==> src/rtl/aux_framer_pkg.sv <==
package aux_framer_pkg;
  localparam int CMD_W  = 4;
  localparam int ADDR_W = 20;

  localparam logic       TYPE_NATIVE   = 1'b0;
  localparam logic       TYPE_I2C      = 1'b1;
  localparam logic [2:0] ACT_WRITE     = 3'd0;
  localparam logic [2:0] ACT_READ      = 3'd1;
  localparam logic [2:0] ACT_WRITE_MOT = 3'd2;
  localparam logic [2:0] ACT_READ_MOT  = 3'd3;

  typedef enum logic [2:0] {
    ST_IDLE, ST_SEND, ST_ACK, ST_WAIT, ST_LAUNCH, ST_FAIL
  } framerState_t;

  typedef struct packed {
    logic capture;
    logic advance;
  } dpStrobe_t;
endpackage

==> src/rtl/aux_framer_dp.sv <==
module aux_framer_dp
  import aux_framer_pkg::*;
#(
  parameter int MAX_LEN = 16,
  parameter int DELAY_W = 8,
  parameter int LEN_W   = $clog2(MAX_LEN + 1),
  parameter int CNT_W   = $clog2(MAX_LEN + 5)
) (
  input  logic                   clk,
  input  logic                   rstN,
  input  dpStrobe_t              strobe,
  input  logic                   busy,
  input  logic [CMD_W-1:0]       cmdIn,
  input  logic [ADDR_W-1:0]      addrIn,
  input  logic [LEN_W-1:0]       lenIn,
  input  logic                   typeIn,
  input  logic [2:0]             actionIn,
  input  logic [DELAY_W-1:0]     delayIn,
  input  logic [MAX_LEN*8-1:0]   payloadIn,
  output logic [7:0]             txData,
  output logic                   lastByte,
  output logic [CNT_W-1:0]       byteCount,
  output logic [DELAY_W-1:0]     startDelay
);
  localparam int PI_W = (MAX_LEN > 1) ? $clog2(MAX_LEN) : 1;

  logic [CMD_W-1:0]   cmdQ;
  logic [ADDR_W-1:0]  addrQ;
  logic [LEN_W-1:0]   lenQ;
  logic               writeQ;
  logic [DELAY_W-1:0] delayQ;
  logic [CNT_W-1:0]   idxQ;
  logic [7:0]         payQ [MAX_LEN];
  logic               isWrite;
  logic [CNT_W-1:0]   hdrLen;
  logic [PI_W-1:0]    payIdx;

  assign isWrite = (actionIn == ACT_WRITE) ||
                   ((typeIn == TYPE_I2C) && (actionIn == ACT_WRITE_MOT));

  always_ff @(posedge clk) begin
    if (!rstN) begin
      cmdQ   <= '0;
      addrQ  <= '0;
      lenQ   <= '0;
      writeQ <= 1'b0;
      delayQ <= '0;
    end else if (strobe.capture) begin
      cmdQ   <= cmdIn;
      addrQ  <= addrIn;
      lenQ   <= lenIn;
      writeQ <= isWrite;
      delayQ <= delayIn;
    end
  end

  for (genvar gi = 0; gi < MAX_LEN; gi++) begin : g_pay
    always_ff @(posedge clk) begin
      if (!rstN)               payQ[gi] <= '0;
      else if (strobe.capture) payQ[gi] <= payloadIn[8*gi +: 8];
    end
  end

  always_ff @(posedge clk) begin
    if (!rstN)               idxQ <= '0;
    else if (strobe.capture) idxQ <= '0;
    else if (strobe.advance) idxQ <= idxQ + CNT_W'(1);
  end

  assign hdrLen    = (lenQ != '0) ? CNT_W'(4) : CNT_W'(3);
  assign byteCount = hdrLen + (writeQ ? CNT_W'(lenQ) : CNT_W'(0));
  assign lastByte  = (idxQ == byteCount - CNT_W'(1));
  assign startDelay = delayQ;
  assign payIdx    = PI_W'(idxQ - CNT_W'(4));

  always_comb begin
    if (idxQ == CNT_W'(0))      txData = {cmdQ, addrQ[19:16]};
    else if (idxQ == CNT_W'(1)) txData = addrQ[15:8];
    else if (idxQ == CNT_W'(2)) txData = addrQ[7:0];
    else if (idxQ == CNT_W'(3)) txData = 8'(lenQ) - 8'd1;
    else                        txData = payQ[payIdx];
  end

  // captured request is frozen while busy
  p_fields_frozen_r10: assert property (@(posedge clk) disable iff (!rstN)
    (busy && !strobe.capture) |=> ($stable(cmdQ) && $stable(addrQ) && $stable(lenQ) && $stable(writeQ)));

  // stream index never passes the total byte count
  p_idx_bound_r5: assert property (@(posedge clk) disable iff (!rstN)
    busy |-> (idxQ <= byteCount));

  // total count lies in the legal header+payload range
  p_count_range_r6: assert property (@(posedge clk) disable iff (!rstN)
    busy |-> ((int'(byteCount) >= 3) && (int'(byteCount) <= MAX_LEN + 4)));
endmodule

==> src/rtl/aux_framer_ctl.sv <==
module aux_framer_ctl
  import aux_framer_pkg::*;
#(
  parameter int TIMEOUT = 256,
  parameter int TW      = (TIMEOUT > 1) ? $clog2(TIMEOUT) : 1
) (
  input  logic      clk,
  input  logic      rstN,
  input  logic      startIn,
  input  logic      txReady,
  input  logic      lastByte,
  input  logic      doneFlagIn,
  output dpStrobe_t strobe,
  output logic      txValid,
  output logic      doneAck,
  output logic      go,
  output logic      timeout,
  output logic      busy
);
  framerState_t stateQ, stateD;
  logic [TW-1:0] timerQ;

  always_comb begin
    stateD = stateQ;
    unique case (stateQ)
      ST_IDLE:   if (startIn) stateD = ST_SEND;
      ST_SEND:   if (txReady && lastByte) stateD = ST_ACK;
      ST_ACK:    stateD = ST_WAIT;
      ST_WAIT: begin
        if (!doneFlagIn)                       stateD = ST_LAUNCH;
        else if (timerQ == TW'(TIMEOUT - 1))   stateD = ST_FAIL;
      end
      ST_LAUNCH: stateD = ST_IDLE;
      ST_FAIL:   stateD = ST_IDLE;
      default:   stateD = ST_IDLE;
    endcase
  end

  always_ff @(posedge clk) begin
    if (!rstN) stateQ <= ST_IDLE;
    else       stateQ <= stateD;
  end

  always_ff @(posedge clk) begin
    if (!rstN)                 timerQ <= '0;
    else if (stateQ != ST_WAIT) timerQ <= '0;
    else                        timerQ <= timerQ + TW'(1);
  end

  assign strobe.capture = (stateQ == ST_IDLE) && startIn;
  assign strobe.advance = (stateQ == ST_SEND) && txReady;
  assign txValid = (stateQ == ST_SEND);
  assign doneAck = (stateQ == ST_ACK);
  assign go      = (stateQ == ST_LAUNCH);
  assign timeout = (stateQ == ST_FAIL);
  assign busy    = (stateQ != ST_IDLE);

  // a stalled byte stays offered
  p_valid_hold_r7: assert property (@(posedge clk) disable iff (!rstN)
    (txValid && !txReady) |=> txValid);

  // launch only after the done flag was seen low
  p_go_after_clear_r8: assert property (@(posedge clk) disable iff (!rstN)
    go |-> $past(!doneFlagIn));

  // launch is a single pulse that ends the request
  p_go_single_r8: assert property (@(posedge clk) disable iff (!rstN)
    go |=> (!go && !busy));

  // acknowledge is a single pulse
  p_ack_pulse_r8: assert property (@(posedge clk) disable iff (!rstN)
    doneAck |=> !doneAck);

  // timeout only when the flag was still high
  p_timeout_flag_r9: assert property (@(posedge clk) disable iff (!rstN)
    timeout |-> $past(doneFlagIn));

  // timeout and launch never coincide
  p_go_xor_timeout_r9: assert property (@(posedge clk) disable iff (!rstN)
    !(go && timeout));
endmodule

==> src/rtl/aux_req_framer.sv <==
module aux_req_framer
  import aux_framer_pkg::*;
#(
  parameter int MAX_LEN = 16,
  parameter int DELAY_W = 8,
  parameter int TIMEOUT = 256,
  parameter int LEN_W   = $clog2(MAX_LEN + 1),
  parameter int CNT_W   = $clog2(MAX_LEN + 5)
) (
  input  logic                 clk,
  input  logic                 rstN,
  input  logic                 startIn,
  input  logic [3:0]           cmdIn,
  input  logic [19:0]          addrIn,
  input  logic [LEN_W-1:0]     lenIn,
  input  logic                 typeIn,
  input  logic [2:0]           actionIn,
  input  logic [DELAY_W-1:0]   delayIn,
  input  logic [MAX_LEN*8-1:0] payloadIn,
  output logic [7:0]           txData,
  output logic                 txValid,
  input  logic                 txReady,
  output logic [CNT_W-1:0]     byteCount,
  output logic [DELAY_W-1:0]   startDelayOut,
  output logic                 doneAckOut,
  input  logic                 doneFlagIn,
  output logic                 goOut,
  output logic                 timeoutOut,
  output logic                 busyOut
);
  dpStrobe_t strobe;
  logic      lastByte;

  aux_framer_ctl #(.TIMEOUT(TIMEOUT)) u_ctl (
    .clk(clk), .rstN(rstN), .startIn(startIn), .txReady(txReady),
    .lastByte(lastByte), .doneFlagIn(doneFlagIn), .strobe(strobe),
    .txValid(txValid), .doneAck(doneAckOut), .go(goOut),
    .timeout(timeoutOut), .busy(busyOut)
  );

  aux_framer_dp #(.MAX_LEN(MAX_LEN), .DELAY_W(DELAY_W), .LEN_W(LEN_W), .CNT_W(CNT_W)) u_dp (
    .clk(clk), .rstN(rstN), .strobe(strobe), .busy(busyOut),
    .cmdIn(cmdIn), .addrIn(addrIn), .lenIn(lenIn), .typeIn(typeIn),
    .actionIn(actionIn), .delayIn(delayIn), .payloadIn(payloadIn),
    .txData(txData), .lastByte(lastByte), .byteCount(byteCount),
    .startDelay(startDelayOut)
  );

  // stalled byte value does not change
  p_data_hold_r7: assert property (@(posedge clk) disable iff (!rstN)
    (txValid && !txReady) |=> $stable(txData));

  // idle outputs quiet while not busy
  p_idle_quiet_r1: assert property (@(posedge clk) disable iff (!rstN)
    !busyOut |-> (!txValid && !goOut && !doneAckOut && !timeoutOut));
endmodule

==> config.mk <==
export PLATFORM = sky130hd
export DESIGN_NAME = aux_req_framer
export DESIGN_NICKNAME = d
export VERILOG_FILES = /design/src/rtl/aux_framer_pkg.sv /design/src/rtl/aux_framer_dp.sv /design/src/rtl/aux_framer_ctl.sv /design/src/rtl/aux_req_framer.sv
export SDC_FILE = /design/constraint.sdc
export NUM_CORES = 1
export LEC_CHECK = 0
export CAP_MARGIN = 15
export CELL_PAD_IN_SITES_DETAIL_PLACEMENT = 1
export CELL_PAD_IN_SITES_GLOBAL_PLACEMENT = 2
export CORE_AREA = 3 3 149 187
export CTS_CLUSTER_DIAMETER = 30
export DETAILED_ROUTE_END_ITERATION = 7
export DIE_AREA = 0 0 152 190
export GPL_ROUTABILITY_DRIVEN = 0
export GPL_TIMING_DRIVEN = 1
export PLACE_DENSITY = 0.86
export SETUP_SLACK_MARGIN = 0.3
export SYNTH_ARGS = -nofsm -noshare
export SYNTH_HDL_FRONTEND = slang
export SYNTH_SLANG_ARGS = --single-unit
==> constraint.sdc <==
create_clock -name clk -period 6.1 [get_ports clk]
set_input_delay 1.22 -clock clk [delete_from_list [all_inputs] [get_ports clk]]
set_output_delay 1.22 -clock clk [all_outputs]
set_load 0.02 [all_outputs]
Word level (Yosys, flattened, before mapping)
Memory sizes are Yosys's and may differ from the RTL's.
Index checks and enable logic that the tools add are counted.
{"block": "word_totals", "ff_bits": 54, "latchBits": 0, "mem_bits_rw": 128, "romBits": 0, "in_bits": 174, "out_inout_bits": 26, "memories": 1}
{"name": "u_dp.payQ", "depth": 16, "word_bits": 8, "rd": 1, "rd_ports_with_merged_regs": 0, "write_ports": 16, "line_no": "aux_framer_dp.sv:33", "text": "logic [7:0] payQ [MAX_LEN];"}
{"block": "classes", "addsub": 6, "mul": 0, "div": 0, "order_cmp": 0, "eq_ne": 15, "shifts": 0, "mux": 31, "n_bitwise": 17, "n_reduce_logical": 13}
{"op": "2-to-1 mux 8 bit", "n": 20}
{"op": "bitwise OR 1 bit", "n": 16}
{"op": "2-to-1 mux 3 bit", "n": 5}
{"op": "one-hot mux 3 bit (4 select lines)", "n": 1}
{"op": "== test 5 x 2 -> 1 bit (second input constant)", "n": 2}
{"op": "== test 3 x 2 -> 1 bit (second input constant)", "n": 3}
{"op": "adder 8 x 1 -> 8 bit (second input constant)", "n": 1}
{"op": "== test 8 bit (second input constant)", "n": 1}
{"op": "== test 3 bit (second input constant)", "n": 2}
{"op": "zero test 3 bit", "n": 2}
{"op": "inequality test 3 x 2 -> 1 bit (second input constant)", "n": 2}
{"op": "subtractor 5 x 1 -> 6 bit (second input constant)", "n": 1}
{"op": "adder 5 x 1 -> 5 bit (second input constant)", "n": 1}
{"op": "adder 5 bit", "n": 1}
{"op": "== test 5 x 1 -> 1 bit (second input constant)", "n": 1}
{"op": "== test 5 bit", "n": 1}
{"op": "zero test 5 bit", "n": 1}
{"op": "2-to-1 mux 5 bit", "n": 1}
{"op": "nonzero test 5 bit", "n": 1}
{"op": "subtractor 5 x 1 -> 5 bit (second input constant)", "n": 1}
{"op": "logical AND 1 bit", "n": 4}
{"op": "2-to-1 mux 1 bit", "n": 4}
{"op": "OR reduction 2 bit", "n": 2}
{"op": "subtractor 4 x 3 -> 4 bit (second input constant)", "n": 1}
{"op": "7 further kinds", "n": 7}

Depth between registers and ports, before layout
Gate-level depths: netlist of the first run.
{"block": "logic_depth", "ltp_word": 8, "mapped_depth": 14, "mapped_depth_nobuf": 14}

Hierarchy
Synthesis of the first run repeated with hierarchy kept, for this count alone.
{"block": "hier_totals", "hier_cells": 684, "area_unflattened_um2": 8698.3}
{"mod": "aux_framer_dp", "instances": 1, "cells_per_inst": 624, "area_each_um2": 8187.9, "seq_area_each_um2": 4704.5}
{"mod": "aux_framer_ctl", "instances": 1, "cells_per_inst": 60, "area_each_um2": 510.5, "seq_area_each_um2": 220.2}

Least setup slack after synthesis of the first run
Ideal clock, no wire load.
{"block": "synth_timing", "path_kind": "input-to-reg", "start": "input startIn", "end": "memory u_dp.payQ[0][0] (enable)", "setup_time_ns": 1.253, "arrival_ns": 4.105, "slack_ns": 0.742, "path_stages": 4, "n_path_buf": 1, "cell_sequence": "nand2_1 and2_1 clkbuf_1 clkinv_1"}
{"element": "start, declared", "line_no": "aux_req_framer.sv:12", "text": "input logic startIn,"}
{"element": "end, declared", "line_no": "aux_framer_dp.sv:33"}

Worst setup path in the final report of the first run
{"block": "layout_timing", "start": "register u_dp.idxQ[1]", "end": "output txData[3]"}
{"block": "layout_via", "elab_chain_len": 6, "word_cells_on_any_way": 10, "classes_between": "add/sub: 1; eq/ne: 3; mux: 4; reduce/logical: 1; memory: 1"}
{"element": "start, declared", "line_no": "aux_framer_dp.sv:32", "text": "logic [CNT_W-1:0] idxQ;"}
{"element": "start signal, assigned", "line_no": "aux_framer_dp.sv:67", "text": "else if (strobe.advance) idxQ <= idxQ + CNT_W'(1);"}
{"element": "subtractor 4 x 3 -> 4 bit", "line_no": "aux_framer_dp.sv:74", "text": "assign payIdx = PI_W'(idxQ - CNT_W'(4));"}
{"element": "memory read (16 x 8 bit)"}
{"element": "2-to-1 mux 8 bit", "line_no": "aux_framer_dp.sv:80", "text": "else if (idxQ == CNT_W'(3)) txData = 8'(lenQ) - 8'd1;"}
{"element": "2-to-1 mux 8 bit", "line_no": "aux_framer_dp.sv:79", "text": "else if (idxQ == CNT_W'(2)) txData = addrQ[7:0];"}
{"element": "2-to-1 mux 8 bit", "line_no": "aux_framer_dp.sv:78", "text": "else if (idxQ == CNT_W'(1)) txData = addrQ[15:8];"}
{"element": "2-to-1 mux 8 bit (*)", "line_no": "aux_framer_dp.sv:77", "text": "if (idxQ == CNT_W'(0)) txData = {cmdQ, addrQ[19:16]};"}
{"element": "end, declared", "line_no": "aux_req_framer.sv:20", "text": "output logic [7:0] txData,"}
Mark *: on every way between the ends. The rest lies on a longest branch, timed or not.

==> impl_metrics.yaml, run 1 <==
clock_network:
  numCtsBuffers: 17
  cts_tree: "yes"
  clkLatencyLatePin_ns: 0.44
  cts_root_buffer: "clkbuf_16"
  cts_resized: 0
  h-tree-depth: 4
  cts.sinks: 182
  cts_setup_buffers: 0
  clkTransAtPathRegs_ns: 0.07
  ctsHoldBuffers: 0
  cts.path.max_buffers: 2
pwr:
  power_mw: 2.96
  p_leak_nw: 4.25
  p_per_area_mw_per_mm2: 261
  vdd_ir_drop_max_uv: 111
timing:
  setup_ws_ns: 1.43
  fin_skew_ns: 0.0140
  finalCritPeriodShare: 0.766
  setup_viol: 0
  report.final.slew_viol_count: 0
  worst_pin_slew_ns: 1.04
  period_minus_slack_ns: 4.67
  fmax_ghz: 0.214
  rsz0062_at_grt: "false"
  whs_ns: 0.463
  timing_hold_violations_final: 0
  fin_tns_setup_ns: 0
  slew_headroom: 0.308
logic_synthesis:
  synth_edf_count: 128
  ys.warnings.count: 0
  syn_area_mm2: 0.00859
  synth_area_leaders: "edfxtp_1 (45%), dfxtp_1 (13%), and2_1 (9.9%)"
  syn_avg_cell_area_um2: 12.9
  synth_top_area_share: 0.448
  syn_nets: 852
  synth_top_flop_cell: "edfxtp_1"
  synth.ff_latch_count: 182
  synth_cell_types: 55
  synthArstFlopShare: 0
  yosysTopAreaCell: "edfxtp_1"
  ys_seq_area_frac: 0.574
  netlist_instances: 664
floorplan:
  io_pins: 200
  dieWidth_um: 152
  start_util: 0.329
  die_area_mm2: 0.0289
  core_mm2: 0.0261
  row_count: 66
  die_y_um: 190
grt:
  track_usage: 0.156
  grt_max_degree: 118
  gr-total-overflow: 0
  first_global_vias: 6239
  antenna_found_initial: 0
  grt_pass1_wl_mm: 35.0
cells_and_area:
  n_antenna_cell: 0
  finalInstanceArea_mm2: 0.0114
  areaGrowthSynthToFinish_pct: 32.3
  nets: 1033
  drive_gt1_frac: 0.0781
  fillers: 2727
setup_path:
  start_kind: "flip-flop"
  path_buf_inv: 3
  critPathCaptureType: "primary output"
  critPathRequiredTime_ns: 4.88
  critPathSlowestCell: "clkdlybuf4s50_1"
  slowest_delay_ns: 0.59
  critical-path-top-delay-family: "buffers and inverters"
  worstPathArrival_ns: 3.45
  critPathKind: "flip-flop to primary output"
  crit_fanout: 23
  path_cells: "buf_4 -> inv_1 -> ha_1 -> nor2_1 -> o211ai_1 -> a22oi_1 -> a21oi_1 -> clkdlybuf4s50_1"
place:
  dp_slack_ns: 1.88
  placed_area_mm2: 0.0108
  portBuffers: 199
  hpwl_mm: 16.4
run:
  max-cap-violations: 0
route:
  vias_per_cell: 4.82
  remaining_drc_errors: 0
  ant_nets: 0
  routed-via-count: 5771
  drt-total-wl_mm: 22.3
  drt-wirelength-per-cell_um: 18.6
  dr.pass1.iters: 4
  drt_iter0_markers: 289
run_status:
  status: "complete, no violations"
hold_path:
  hold_path_class: "flip-flop to flip-flop"
state kept, by name (all words and copies together) (netlist names):
| register | cells |
|---|---|
| u_dp.startDelay | 8 |
| u_dp.payQ | 128 |
| u_ctl.timerQ | 8 |
| u_dp.writeQ | 1 |
| u_dp.lenQ | 5 |
| u_ctl.stateQ | 3 |
| u_dp.idxQ | 5 |
| u_dp.cmdQ | 4 |
| u_dp.addrQ | 20 |
cell type report:
type,instances,area (um2),share of cell area
flip-flops and latches,182,4930,0.434
clock buffers,17,425,0.0375
multi-input cells,421,3340,0.294
well taps,340,425,0.0375
clock inverters,15,124,0.0109
repair buffers,206,2040,0.180
inverters,17,68.8,0.00606
routing by layer:
layer	share of wire	track usage	wire, um
met1	0.43	0.198	9630
met2	0.51	0.268	11400
met3	0.043	0.0346	964
met5	0	0	0
met4	0.014	0.0446	305
worst paths after layout:
check	slack (ns)	cells after the start	to	startpoint
max	1.43	8	txData[3]	u_dp.idxQ[1]$_SDFFE_PP0P_
min	0.46	1	u_ctl.timerQ[0]$_SDFF_PP0_	u_ctl.timerQ[0]$_SDFF_PP0_
max reg2reg	2.91	12	u_ctl.stateQ[1]$_SDFFE_PN0P_	u_dp.lenQ[3]$_SDFFE_PN0P_
min reg2reg	0.46	1	u_ctl.timerQ[0]$_SDFF_PP0_	u_ctl.timerQ[0]$_SDFF_PP0_
metrics by stage:
stage          instances   util
2_1_floorplan        664      -
3_5_place_dp        1166  0.414
4_1_cts             1198  0.435
5_1_grt             1198  0.435
6_report            1198  0.435
3_3_place_gp        1166  0.414
cells by family after synthesis:
| kind of cell | after synthesis | share of synthesized area |
|---|---|---|
| compound gates | 94 | 0.0816 |
| simple gates | 248 | 0.158 |
| xor+xnor | 22 | 0.0233 |
| buf+inv | 61 | 0.0377 |
| fa+ha+maj | 14 | 0.0213 |
| mux | 43 | 0.104 |
| flops | 182 | 0.574 |
cells in the mapped netlist, types with 2 or more instances:
master,instances
o211ai_1,2
o21ai_0,11
nand2b_1,5
a22oi_1,2
mux4_2,20
xnor2_1,12
buf_4,3
nand3_1,9
buf_2,10
o31ai_1,2
clkbuf_1,23
inv_1,15
nor2_1,27
nand2_1,49
o2111ai_1,2
dfxtp_1,54
mux4_1,13
a21o_1,2
nor3b_1,3
edfxtp_1,128
buf_6,6
mux2_2,2
nor3_1,4
a21oi_1,15
nor2b_1,3
a22o_1,37
and2_1,136
ha_1,13
nand3b_1,7
xor2_1,9
mux2i_1,8
a211oi_1,3
a31oi_1,5
and3_1,3
power by group:
part           internal, mW  switching [mW]  total, mW
combinational         0.243           0.204      0.447
sequential             1.43          0.0420       1.48
clock                 0.531           0.506       1.04
total                  2.21           0.752       2.96
placed cells by master, fill, tap and decap left out, drive strengths merged, types with 15 or more instances in the layout:
cell type	count
edfxtp	128
mux4	33
nand2	49
and2	136
clkdlybuf4s50	199
a22o	37
a21oi	15
inv	22
nor2	27
clkbuf	17
dfxtp	54
worst reg2reg max path, cell delays in order, from the launching register on:
cell and delay, ns:
dfxtp_1 0.56, nor2_1 0.11, nand3b_1 0.14, inv_1 0.10, ha_1 0.22, fa_1 0.64, inv_1 0.08, ha_1 0.24
o41ai_1 0.44, o31a_1 0.21, mux2i_1 0.08, o32ai_1 0.18, o21a_1 0.15
No activity file was read; power rests on OpenSTA's default activity.
==> run 2, diff against run 1 <==
==> constraint.sdc (replaced) <==
create_clock -name clk -period 4.5 [get_ports clk]
set_input_delay 0.9 -clock clk [delete_from_list [all_inputs] [get_ports clk]]
set_output_delay 0.9 -clock clk [all_outputs]
set_load 0.02 [all_outputs]
==> run 2 against run 1 <==
Compared with the run above:
- register-to-register slack got worse by 1.5 ns
- clock power rose by 41%
- non-clock buffer count rose by 8
- count of clock-buffer cells in the layout did not move
- sequential power rose by 34%
- first-iteration DRC count rose by 2.4%
- core utilization rose by 0.51 points
- total power rose by 38%
- die area did not move
- hold slack improved by 0.0022 ns
- wire length fell by 0.69%
- critical endpoint is now txData[5]
- highest routed layer unchanged
==> impl_metrics.yaml, run 2 (synthesis results as in run 1) <==
grt:
  track_usage: 0.153
  antenna_found_initial: 0
  first_global_vias: 6139
  grt_pass1_wl_mm: 34.1
  grt_max_degree: 90
  gr-total-overflow: 0
setup_path:
  r2r_end: "u_ctl.stateQ[1]$_SDFFE_PN0P_"
  cp_num_cells: 5
  rr_startpoint: "u_dp.lenQ[4]$_SDFFE_PN0P_"
  critPathKind: "flip-flop to primary output"
  reg2reg_depth: 12
  critical-path-top-delay-family: "buffers and inverters"
  critPathCaptureType: "primary output"
  path_cells: "buf_4 -> mux4_1 -> mux4_2 -> o22a_1 -> clkdlybuf4s50_1"
  worstPathArrival_ns: 3.09
  start_kind: "flip-flop"
  path_buf_inv: 2
  critPathSlowestCell: "dfxtp_2"
  startpoint: "u_dp.idxQ[1]$_SDFFE_PP0P_"
  critPathRequiredTime_ns: 3.60
  crit_fanout: 20
  endpoint: "txData[5]"
  slowest_delay_ns: 0.58
  rrSetupSlack_ns: 1.38
timing:
  whs_ns: 0.465
  fin_tns_setup_ns: 0
  timing_hold_violations_final: 0
  fmax_ghz: 0.250
  slew_headroom: 0.479
  report.final.slew_viol_count: 0
  worst_pin_slew_ns: 0.782
  finalCritPeriodShare: 0.888
  fin_skew_ns: 0.0111
  period_minus_slack_ns: 3.99
  setup_ws_ns: 0.505
  rsz0062_at_grt: "false"
  setup_viol: 0
pwr:
  swShare: 0.240
  vdd_ir_drop_max_uv: 194
  power_frac_clock: 0.360
  combPwrFrac: 0.151
  p_leak_nw: 4.33
  seqPwrFrac: 0.489
  netSwitchingPower_mw: 0.978
  p_per_area_mw_per_mm2: 355
  power_mw: 4.08
  p_int_mw: 3.10
cells_and_area:
  drive_gt1_frac: 0.0902
  fillers: 2776
  layout.cells.non_filler: 1205
  final_common_cell: "clkdlybuf4s50_1"
  nets: 1041
  top_regs: "u_dp.payQ (128), u_dp.addrQ (20)"
  top_register: "u_dp.payQ"
  final_cell_mix: "clkdlybuf4s50_1 (198), and2_1 (136), edfxtp_1 (128), dfxtp_1 (51), nand2_1 (49)"
  largest_reg_flops: 128
  areaGrowthSynthToFinish_pct: 33.8
  n_antenna_cell: 0
route:
  drt-total-wl_mm: 22.1
  drt-wirelength-per-cell_um: 18.4
  drt_iter0_markers: 296
  dr.pass1.iters: 4
  remaining_drc_errors: 0
  vias_per_cell: 4.75
  ant_nets: 0
  routed-via-count: 5725
floorplan:
  die_y_um: 190
  start_util: 0.329
  io_pins: 200
  dieWidth_um: 152
  row_count: 66
  core_mm2: 0.0261
  die_area_mm2: 0.0289
run:
  max-cap-violations: 0
clock_network:
  numCtsBuffers: 17
  cts.path.max_buffers: 2
  clkTransAtPathRegs_ns: 0.07
  clkLatencyLatePin_ns: 0.43
  cts_root_buffer: "clkbuf_16"
  cts.sinks: 182
  h-tree-depth: 4
  ctsHoldBuffers: 0
  cts_tree: "yes"
place:
  hpwl_mm: 16.5
  place_inst: 1170
  portBuffers: 199
  dp_slack_ns: 0.717
hold_path:
  hold_path_class: "flip-flop to flip-flop"
run_status:
  status: "complete, no violations"
==> run 2: cell count changes in the layout (fill, tap and decap cells not counted), sizes merged <==
cell           change
dlymetal6s2s       +1
clkinv             -2
buf                +8
bufinv             +2
clkdlybuf4s50      -1
clkinvlp           -1
==> run 2: repair_timing <==
item,CTS,global route
endpoints found under the setup margin,2,5
setup buffers,0,4
resized for setup,1,4
==> run 2: worst reg2reg max path, delay by kind of cell, from the launching register on <==
kind | cells | cell delay [ns]
AOI/OAI and AO/OA | 2 | 0.49
xor gates and xnor gates | 1 | 0.15
adders and majority gates | 3 | 1.14
buffers and inverters | 2 | 0.18
DFF | 1 | 0.57
and+or+nand+nor | 4 | 0.56
==> run 2: layout make-up <==
type,count,area [um2],share of cell area
clock buffer,17,425,0.0370
clock inverter,14,151,0.0132
inverter,17,66.3,0.00577
multi-input combinational,421,3350,0.291
sequential,182,4930,0.429
tap,340,425,0.0370
timing repair buffer,214,2140,0.187
==> run 2: worst min path at each step <==
stage                                    start                          to  cells past startpoint
floorplan           u_ctl.timerQ[0]$_SDFF_PP0_  u_ctl.timerQ[0]$_SDFF_PP0_                      1
global placement    u_ctl.timerQ[0]$_SDFF_PP0_  u_ctl.timerQ[0]$_SDFF_PP0_                      1
detailed placement  u_ctl.timerQ[0]$_SDFF_PP0_  u_ctl.timerQ[0]$_SDFF_PP0_                      1
CTS                 u_ctl.timerQ[0]$_SDFF_PP0_  u_ctl.timerQ[0]$_SDFF_PP0_                      1
global route        u_ctl.timerQ[0]$_SDFF_PP0_  u_ctl.timerQ[0]$_SDFF_PP0_                      1
finish              u_ctl.timerQ[0]$_SDFF_PP0_  u_ctl.timerQ[0]$_SDFF_PP0_                      1
==> run 2: stage by stage <==
step            util  area, um2
2_1_floorplan      -       8590
3_3_place_gp   0.416      10900
3_5_place_dp   0.416      10900
4_1_cts        0.438      11400
5_1_grt        0.440      11500
6_report       0.440      11500
==> run 2: power groups by stage <==
stage | clock, mW | sequential, mW | combinational, mW
after CTS | 1.51 | 2.00 | 0.623
after floorplan | 0 | 2.01 | 0.330
after global placement | 0 | 2.03 | 0.614
final | 1.47 | 1.99 | 0.618
after global routing | 1.58 | 2.01 | 0.678
after detailed placement | 0 | 2.04 | 0.620
==> run 2: per-layer routing <==
layer,track usage,up-vias,part of all wire
met1,0.190,2768,0.43
met5,0,-,0
met3,0.0359,19,0.051
li1,-,2782,-
met4,0.0505,0,0.018
met2,0.263,156,0.50
